$ cat src/rtl/pwm_aq_pkg.sv
package pwm_aq_pkg;

  typedef enum logic [1:0] {
    ACT_NONE = 2'd0,
    ACT_LOW  = 2'd1,
    ACT_HIGH = 2'd2,
    ACT_INV  = 2'd3
  } aq_act_e;

  // event index: 0 zero, 1 period, 2 compare A, 3 compare B
  localparam int unsigned NUM_EV = 4;
  localparam int unsigned ACT_W  = 2 * NUM_EV;

  function automatic logic aq_apply(input logic cur, input aq_act_e act);
    logic res;
    case (act)
      ACT_LOW:  res = 1'b0;
      ACT_HIGH: res = 1'b1;
      ACT_INV:  res = ~cur;
      default:  res = cur;
    endcase
    return res;
  endfunction

endpackage

$ cat src/rtl/pwm_prescale_stage.sv
module pwm_prescale_stage #(
  parameter int unsigned SEL_W = 2
) (
  input  logic             clk,
  input  logic             rst_n,
  input  logic             clr_i,
  input  logic             en_i,
  input  logic [SEL_W-1:0] sel_i,
  output logic             tick_o
);
  localparam int unsigned DIV_W = ((1 << SEL_W) - 1) > 0 ? ((1 << SEL_W) - 1) : 1;

  logic [DIV_W-1:0] div_q, div_d, lim;
  logic             at_lim;

  always_comb begin
    lim    = DIV_W'((1 << sel_i) - 1);
    at_lim = (div_q == lim);
    tick_o = en_i & at_lim;
    div_d  = div_q;
    if (clr_i)     div_d = '0;
    else if (en_i) div_d = at_lim ? '0 : div_q + 1'b1;
  end

  always_ff @(posedge clk or negedge rst_n) begin
    if (!rst_n) div_q <= '0;
    else        div_q <= div_d;
  end
endmodule

$ cat src/rtl/pwm_timebase.sv
module pwm_timebase #(
  parameter int unsigned CNT_W = 16
) (
  input  logic             clk,
  input  logic             rst_n,
  input  logic             tick_i,
  input  logic             clr_i,
  input  logic [CNT_W-1:0] period_i,
  output logic [CNT_W-1:0] cnt_o,
  output logic             load_o
);
  logic [CNT_W-1:0] cnt_q, cnt_d;
  logic             at_top;

  always_comb begin
    at_top = (cnt_q >= period_i);
    load_o = clr_i | (tick_i & at_top);
    cnt_d  = cnt_q;
    if (clr_i)       cnt_d = '0;
    else if (tick_i) cnt_d = at_top ? '0 : cnt_q + 1'b1;
  end

  always_ff @(posedge clk or negedge rst_n) begin
    if (!rst_n) cnt_q <= '0;
    else        cnt_q <= cnt_d;
  end

  assign cnt_o = cnt_q;
endmodule

$ cat src/rtl/pwm_cmp_shadow.sv
module pwm_cmp_shadow #(
  parameter int unsigned CNT_W = 16
) (
  input  logic             clk,
  input  logic             rst_n,
  input  logic             wr_i,
  input  logic [CNT_W-1:0] wdata_i,
  input  logic             load_i,
  output logic [CNT_W-1:0] act_o
);
  logic [CNT_W-1:0] shd_q, shd_d, act_q, act_d;

  always_comb begin
    shd_d = wr_i   ? wdata_i : shd_q;
    act_d = load_i ? shd_q   : act_q;
  end

  always_ff @(posedge clk or negedge rst_n) begin
    if (!rst_n) begin
      shd_q <= '0;
      act_q <= '0;
    end else begin
      shd_q <= shd_d;
      act_q <= act_d;
    end
  end

  assign act_o = act_q;
endmodule

$ cat src/rtl/pwm_aq_out.sv
module pwm_aq_out
  import pwm_aq_pkg::*;
(
  input  logic              clk,
  input  logic              rst_n,
  input  logic [NUM_EV-1:0] ev_i,
  input  logic [ACT_W-1:0]  cfg_i,
  output logic              pwm_o
);
  logic    out_q, out_d;
  aq_act_e win;

  always_comb begin
    win = ACT_NONE;
    // lowest index is applied last and therefore wins
    for (int i = NUM_EV - 1; i >= 0; i--) begin
      if (ev_i[i] && (cfg_i[2*i +: 2] != 2'd0)) win = aq_act_e'(cfg_i[2*i +: 2]);
    end
    out_d = aq_apply(out_q, win);
  end

  always_ff @(posedge clk or negedge rst_n) begin
    if (!rst_n) out_q <= 1'b0;
    else        out_q <= out_d;
  end

  assign pwm_o = out_q;
endmodule

$ cat src/rtl/pwm_aq_channel.sv
module pwm_aq_channel
  import pwm_aq_pkg::*;
#(
  parameter int unsigned CNT_W     = 16,
  parameter int unsigned PRE_SEL_W = 2
) (
  input  logic                 clk,
  input  logic                 rst_n,
  input  logic                 cnt_en,
  input  logic                 cnt_clr,
  input  logic [PRE_SEL_W-1:0] pre_sel1,
  input  logic [PRE_SEL_W-1:0] pre_sel2,
  input  logic [CNT_W-1:0]     period,
  input  logic                 shd_a_wr,
  input  logic                 shd_b_wr,
  input  logic [CNT_W-1:0]     shd_wdata,
  input  logic [ACT_W-1:0]     act_cfg_a,
  input  logic [ACT_W-1:0]     act_cfg_b,
  output logic                 pwm_a,
  output logic                 pwm_b,
  output logic [CNT_W-1:0]     cnt_q,
  output logic [CNT_W-1:0]     cmp_a_q,
  output logic [CNT_W-1:0]     cmp_b_q
);
  localparam int unsigned NCH = 2;

  // reset: asserted asynchronously, released through two flops
  logic [1:0] rst_pipe;
  logic       rst_int_n;
  always_ff @(posedge clk or negedge rst_n) begin
    if (!rst_n) rst_pipe <= '0;
    else        rst_pipe <= {rst_pipe[0], 1'b1};
  end
  assign rst_int_n = rst_pipe[1];

  logic tick1, tick;

  pwm_prescale_stage #(.SEL_W(PRE_SEL_W)) u_pre1 (
    .clk(clk), .rst_n(rst_int_n), .clr_i(cnt_clr), .en_i(cnt_en),
    .sel_i(pre_sel1), .tick_o(tick1)
  );

  pwm_prescale_stage #(.SEL_W(PRE_SEL_W)) u_pre2 (
    .clk(clk), .rst_n(rst_int_n), .clr_i(cnt_clr), .en_i(tick1),
    .sel_i(pre_sel2), .tick_o(tick)
  );

  logic [CNT_W-1:0] cnt;
  logic             load;

  pwm_timebase #(.CNT_W(CNT_W)) u_tb (
    .clk(clk), .rst_n(rst_int_n), .tick_i(tick), .clr_i(cnt_clr),
    .period_i(period), .cnt_o(cnt), .load_o(load)
  );

  logic [NCH-1:0]   shd_wr;
  logic [CNT_W-1:0] cmp_act [NCH];
  logic [ACT_W-1:0] act_cfg [NCH];
  logic [NCH-1:0]   cmp_hit;
  logic [NCH-1:0]   pwm_o;
  logic             ev_zero, ev_prd;
  logic [NUM_EV-1:0] ev;

  assign shd_wr     = {shd_b_wr, shd_a_wr};
  assign act_cfg[0] = act_cfg_a;
  assign act_cfg[1] = act_cfg_b;

  generate
    for (genvar c = 0; c < NCH; c++) begin : g_cmp
      pwm_cmp_shadow #(.CNT_W(CNT_W)) u_cmp (
        .clk(clk), .rst_n(rst_int_n), .wr_i(shd_wr[c]), .wdata_i(shd_wdata),
        .load_i(load), .act_o(cmp_act[c])
      );
      assign cmp_hit[c] = tick & (cnt == cmp_act[c]) & (cmp_act[c] <= period);
    end
  endgenerate

  assign ev_zero = tick & (cnt == '0);
  assign ev_prd  = tick & (cnt == period);
  assign ev      = {cmp_hit[1], cmp_hit[0], ev_prd, ev_zero};

  generate
    for (genvar c = 0; c < NCH; c++) begin : g_out
      pwm_aq_out u_aq (
        .clk(clk), .rst_n(rst_int_n), .ev_i(ev), .cfg_i(act_cfg[c]), .pwm_o(pwm_o[c])
      );
    end
  endgenerate

  assign pwm_a   = pwm_o[0];
  assign pwm_b   = pwm_o[1];
  assign cnt_q   = cnt;
  assign cmp_a_q = cmp_act[0];
  assign cmp_b_q = cmp_act[1];
endmodule

$ cat config.mk
export PLATFORM = sky130hd
export DESIGN_NAME = pwm_aq_channel
export DESIGN_NICKNAME = d
export VERILOG_FILES = /design/src/rtl/pwm_aq_pkg.sv /design/src/rtl/pwm_prescale_stage.sv /design/src/rtl/pwm_timebase.sv /design/src/rtl/pwm_cmp_shadow.sv /design/src/rtl/pwm_aq_out.sv /design/src/rtl/pwm_aq_channel.sv
export SDC_FILE = /design/constraint.sdc
export NUM_CORES = 1
export LEC_CHECK = 0
export ABC_AREA = 1
export BUFFER_PORTS_ARGS = -buffer_cell sky130_fd_sc_hd__clkbuf_2
export CORE_MARGIN = 2
export CORE_UTILIZATION = 30
export DETAILED_ROUTE_END_ITERATION = 10
export PLACE_DENSITY = 0.59
export SLEW_MARGIN = 20
export SYNTH_ARGS = -nofsm -noshare
export SYNTH_HDL_FRONTEND = slang
export SYNTH_SLANG_ARGS = --single-unit
$ cat constraint.sdc
create_clock -name clk -period 2.7 [get_ports clk]
set_clock_uncertainty 0.05 [all_clocks]
set_input_delay 0.54 -clock clk [delete_from_list [all_inputs] [get_ports clk]]
set_output_delay 0.54 -clock clk [all_outputs]
set_load 0.01 [all_outputs]
==> metrics.cfg, run 1 <==
[logic_synthesis]
synth-seq-cells = 90
synth_edf_count = 0
ys_seq_area_share_pct = 39.0
yosysWarnings = 0
synthTopCellsByArea = dfrtp_1 (39%), nand2_1 (13%), ha_1 (11%)
yosys.area.top_type_share_pct = 39.0
syn_avg_cell_area_um2 = 7.67
synthTopCellsByCount = nand2_1 (196), inv_1 (115), dfrtp_1 (90), nor2_1 (62), o21ai_0 (54)
synthesis.area_um2 = 5770
synth_xor_area_share_pct = 4.86
ys_types = 35
synthMuxAreaShare_pct = 0
synth_compound_area_share_pct = 12.4
synth_nets = 862
synth_most_common_cell = nand2_1
synth_top_area_cell = dfrtp_1
synth_top_family_by_area = simple AND/OR/NAND/NOR gates
ys.flop_type = dfrtp_1
synth-simple-area-share_pct = 22.5
async_reset_ff_share_pct = 100
syn_inst = 752
synth_fa_ha_area_share_pct = 11.3

[power]
powerDensity_nw_per_um2 = 534
total_leakage_power_nw = 3.76
sw_frac_of_total_pct = 31.2
p_switching_w = 0.00116
p_int_w = 0.00256
seq_power_share_pct = 43.6
p_clk_share_pct = 34.5
peakVddDrop_mv = 0.305
comb_power_share_pct = 21.9

[layout]
regArea_um2 = 2260
final_util_pct = 37.1
multi_input_comb_area_um2 = 2950
nNetsFinal = 981
antenna_cells = 0
drive_gt1_share_pct = 18.9
fillCellCount = 2003
final_cells = 1110
areaGrowthSynthToFinish_pct = 20.7

[routing]
routedWlPerCell_um = 13.9
vias = 5057
antenna_left = 0
avgViaCountPerCell = 4.56
drt-total-wl_mm = 15.5
drt_iter0_drc = 275
drcViolationCount = 0
firstDrtPassIters = 4

[sta]
finalSetupTns_ns = 0
fin_ws_ns = 0.483
slew_viol_final = 0
final-setup-viol-count = 0
tightest_slew_ns = 0.573
hold_viol = 0
max_freq_ghz = 0.451
fin_crit_sh_pct = 82.1
fin_crit_ns = 2.22
rsz0062_at_grt = no
relSlewSlack_pct = 61.8

[setup_path]
path_class = flop to flop
cp.required_ns = 2.92
crit_path_end_kind = flop
worstPathArrival_ns = 2.43
start_kind = flop
worst-path-max-fanout = 4

[outcome]
status = completed

[clock_tree]
cts-root-buf = clkbuf_16
cts_htree_levels = 3
cts_tree = yes
clock_path_buffers = 2
cts_made_buffers = 9
post-cts-setup-buffers = 0
clkLatencyLatePin_ns = 0.34
clk_pin_slew_ns = 0.07
clkSinkCount = 90

[floorplan]
start_util_pct = 30.7
dieArea_um2 = 20400
io_pins = 108
chipHeight_um = 143
coreArea_um2 = 18800
die_width_um = 143
num_rows = 50

[grt]
grt_pass1_wl_mm = 24.6
antenna_found_initial = 0
grtUsageTotal_pct = 15.6
grt_max_degree = 66
grt-ovfl-total = 0
grt_pass1_vias = 4836

[placement]
place_inst = 1093
pre_cts_ws_ns = 0.144
io_buffers = 107
dp_hpwl_mm = 12.3
place.gp.congestion = 0.882

[min_path]
worstHoldPathType = flop to async pin

[flow_run]
drv_cap = 0

[critical path: stages (launching register included)]
cell	delay [ns]
dfrtp_1	0.39
ha_1	0.30
a21oi_1	0.15
o21a_1	0.13
nor2_1	0.04
nor3_1	0.22
nand4_1	0.21
nor2_1	0.38
buf_4	0.19
nand2_1	0.04
o21ai_0	0.05
[through the flow]
step	hold WS (ns)	area (um2)	power, W
after floorplan	0.194	5770	0.00213
after global placement	0.215	6650	0.00245
final	0.202	6960	0.00372
after CTS	0.223	6960	0.00378
after detailed placement	0.217	6650	0.00247
after global routing	0.245	6960	0.00396
[path summary, 6_finish.rpt]
check / to / startpoint / slack, ns / cells past startpoint
worst max-delay path: u_tb.cnt_o[1] / u_tb.cnt_o[11] / 0.48 / 10
worst min-delay path: g_cmp[0].u_cmp.shd_q[15] / rst_pipe[1] / 0.20 / 0
worst max register to register: u_tb.cnt_o[1] / u_tb.cnt_o[11] / 0.48 / 10
worst min register to register: g_cmp[0].u_cmp.shd_q[15] / rst_pipe[1] / 0.20 / 0
max in group asynchronous: g_cmp[0].u_cmp.shd_q[3] / rst_pipe[1] / 1.73 / 1
min in group clk: rst_pipe[1] / rst_pipe[0] / 0.30 / 0
[registers in the layout, summed over array words and instances, names as in the netlist]
| name | cells |
|---|---|
| g_cmp.u_cmp.act_o | 32 |
| g_cmp.u_cmp.shd_q | 32 |
| u_tb.cnt_o | 16 |
| u_pre1.div_q | 3 |
| u_pre2.div_q | 3 |
| g_out.u_aq.pwm_o | 2 |
| rst_pipe | 2 |
[layout make-up]
type                    count  area share (%)
clock buffers              11            3.49
clock inverters             5           0.881
inverters                 118            6.44
multi-input cells         525            42.3
flip-flops and latches     90            32.4
well taps                 234            4.21
repair buffers            127            10.2
[placed cells by master (no fill, tap or decap), types with 9 or more instances in the layout]
cell | netlist | final
buf_4 | 1 | 17
o21ai_0 | 54 | 54
ha_1 | 52 | 52
nand3_1 | 19 | 19
dfrtp_1 | 90 | 89
clkbuf_2 | 2 | 107
o21ai_1 | 20 | 20
clkbuf_16 | 0 | 9
nor2_1 | 62 | 62
nor3_1 | 16 | 16
inv_1 | 115 | 115
nand2_1 | 196 | 196
o21ai_2 | 13 | 13
xor2_1 | 28 | 28
a21oi_1 | 31 | 31
[power groups by stage]
stage	registers, W	logic (W)	clock network, W
3_3_place_gp	0.00165	0.000805	0
5_1_grt	0.00164	0.000943	0.00138
4_1_cts	0.00162	0.000825	0.00133
3_5_place_dp	0.00165	0.000820	0
6_report	0.00162	0.000814	0.00128
2_1_floorplan	0.00166	0.000473	0
[layer usage]
metal	up-vias	wire length, um	track usage, %
li1	2635	-	-
met5	-	0	0
met2	119	7080	25.6
met3	18	796	3.15
met4	0	286	5.05
met1	2285	7300	20.7
[cell families (layout without fill, tap and decap cells)]
logic type / after synthesis / in the layout
AOI/OAI and AO/OA: 128 / 128
xor gates and xnor gates: 32 / 32
adders and majority gates: 52 / 52
buffers and inverters: 137 / 261
DFF: 90 / 90
other: 1 / 1
and+or+nand+nor: 312 / 312
[timing repair]
action	in CTS	in global routing
resized for setup	0	0
endpoints found under the hold margin	2	0
hold buffers	1	0
Power figures use the tool's default switching activity.
==> run 2, diff against run 1 <==
--- a/config.mk
+++ b/config.mk
@@ -10,7 +10,7 @@
 export CORE_MARGIN = 2
 export CORE_UTILIZATION = 30
 export DETAILED_ROUTE_END_ITERATION = 10
-export PLACE_DENSITY = 0.59
+export PLACE_DENSITY = 0.57
 export SLEW_MARGIN = 20
 export SYNTH_ARGS = -nofsm -noshare
 export SYNTH_HDL_FRONTEND = slang
==> constraint.sdc (replaced) <==
create_clock -name clk -period 2.08 [get_ports clk]
set_clock_uncertainty 0.05 [all_clocks]
set_input_delay 0.416 -clock clk [delete_from_list [all_inputs] [get_ports clk]]
set_output_delay 0.416 -clock clk [all_outputs]
set_load 0.01 [all_outputs]
==> run 2 against run 1 <==
- the flow now finishes with violations (negative setup slack)
- register-to-register slack worse by 0.58 ns
- total power up 40%
- first-iteration DRC count up 1.8%
- worst hold slack worse by 0.019 ns
- fmax up 1.9%
- wire length up 13%
- cell area up 13%
- sequential share of layout area down 3.7 points
- flip-flop and latch count unchanged
- sequential power up 27%
- global-route usage up 1.3 points
==> metrics.cfg, run 2 (same netlist as run 1, synthesis figures left out) <==
[outcome]
status = complete, but fails checks
violations = negative setup slack

[floorplan]
chipHeight_um = 143
coreArea_um2 = 18800
start_util_pct = 30.7
num_rows = 50
die_width_um = 143
io_pins = 108
dieArea_um2 = 20400

[sta]
tightest_slew_ns = 0.575
max_freq_ghz = 0.460
fin_crit_ns = 2.18
relSlewSlack_pct = 61.7
final-setup-viol-count = 34
slew_viol_final = 0
finalSetupTns_ns = -2.01
hold_viol = 0
fin_ws_ns = -0.0962
fin_crit_sh_pct = 105
rsz0062_at_grt = yes
timing.hold.ws_ns = 0.183

[routing]
drt_iter0_drc = 280
antenna_left = 0
drcViolationCount = 0
drt-total-wl_mm = 17.5
avgViaCountPerCell = 4.57
firstDrtPassIters = 5
routedWlPerCell_um = 15.0
vias = 5337

[setup_path]
worst-path-max-fanout = 7
path_class = flop to flop
worstPathArrival_ns = 2.37
cp_slowest_cell = dfrtp_1
crit_chain = ha_4 > nand4_1 > nor3_2 > buf_4 > o21ai_2 > nand4_1 > buf_6 > nand2_8 > clkbuf_16 > nand2_2 > o21ai_2
cp.required_ns = 2.27
start_kind = flop
crit_path_end_kind = flop
cpPeakStageDelay_ns = 0.42

[grt]
grt_pass1_wl_mm = 26.6
grt_max_degree = 44
grt_pass1_vias = 5134
grt-ovfl-total = 0
grtUsageTotal_pct = 16.9
antenna_found_initial = 0

[layout]
areaGrowthSynthToFinish_pct = 36.4
antenna_cells = 0
final_util_pct = 41.9
final_cell_area_um2 = 7870
nNetsFinal = 1041
drive_gt1_share_pct = 31.0
final_cell_mix = nand2_1 (162), inv_1 (115), clkbuf_2 (107)
layout_commonest_cell = nand2_1

[clock_tree]
clock_path_buffers = 2
clkLatencyLatePin_ns = 0.35
clkSinkCount = 90
cts_htree_levels = 3
cts_tree = yes
cts_made_buffers = 9
clk_pin_slew_ns = 0.07
cts-root-buf = clkbuf_16

[power]
total_leakage_power_nw = 4.18
powerDensity_nw_per_um2 = 662
peakVddDrop_mv = 0.431
p_total_w = 0.00521

[placement]
io_buffers = 107
place.gp.congestion = 0.872
placed_area_um2 = 7010
dp_hpwl_mm = 13.1

[min_path]
worstHoldPathType = flop to async pin

[flow_run]
drv_cap = 0

[run 2: cell count changes in the layout (fill, tap and decap cells not counted), moves of 8 or more]
| cell | previous run | this run |
|---|---|---|
| o21ai_0 | 54 | 46 |
| buf_4 | 17 | 63 |
| o21ai_2 | 13 | 23 |
| nand2_1 | 196 | 162 |
| nand2_2 | 0 | 28 |
[run 2: cell type report]
type	instances	area [um2]
fill	1897	10900
multi-input combinational	526	3260
sequential	90	2260
timing repair buffer	186	1280
inverter	118	455
tap	234	293
clock buffer	11	243
clock inverter	4	76.3
[run 2: final timing paths]
kind / depth (start not counted) / slack, ns / end / from
worst max-delay path: 11 / -0.1 / g_cmp[0].u_cmp.act_o[5] / u_tb.cnt_o[13]
worst min-delay path: 0 / 0.18 / g_cmp[1].u_cmp.shd_q[8] / rst_pipe[1]
worst max register to register: 11 / -0.1 / g_cmp[0].u_cmp.act_o[5] / u_tb.cnt_o[13]
worst min register to register: 0 / 0.18 / g_cmp[1].u_cmp.shd_q[8] / rst_pipe[1]
max in group asynchronous: 1 / 1.11 / g_out[1].u_aq.pwm_o / rst_pipe[1]
min in group clk: 3 / 0.23 / g_cmp[0].u_cmp.shd_q[9] / shd_wdata[9]
[run 2: where the power goes]
| group | internal [W] | switching [W] | leakage, nW |
|---|---|---|---|
| clock network | 0.00108 | 0.000701 | 0.152 |
| registers | 0.00192 | 0.000132 | 1.14 |
| logic | 0.000594 | 0.000776 | 2.89 |
| total | 0.00360 | 0.00161 | 4.18 |
[run 2: what timing repair did]
item                                    in CTS  in global routing
hold endpoints to repair                     2                  0
hold buffers                                 1                  0
pin swaps                                    1                  7
cloned                                       0                  9
gates resized for setup                     10                 85
endpoints found under the setup margin      38                 50
setup buffers                                0                  4
[run 2: metal layers]
metal	global-route usage [%]	wire, um	part of all wire, %
met1	23.5	8320	48
met2	26.8	8140	47
met3	3.55	751	4.3
met4	4.85	282	1.6
met5	0	0	0
[run 2: critical path, delay by kind of cell (launching register included)]
family                   cells  cell delay, ns
adder cells (fa/ha/maj)      1            0.29
AO/OA/AOI/OAI                2            0.10
AND/OR/NAND/NOR              5            0.66
buffers and inverters        3            0.53
flip-flops                   1            0.42
[run 2: through the flow]
step | setup WS, ns | cells
2_1_floorplan | 0.130 | 752
3_3_place_gp | -0.324 | 1140
3_5_place_dp | -0.311 | 1140
4_1_cts | -0.0372 | 1156
5_1_grt | -0.186 | 1169
6_report | -0.0962 | 1169
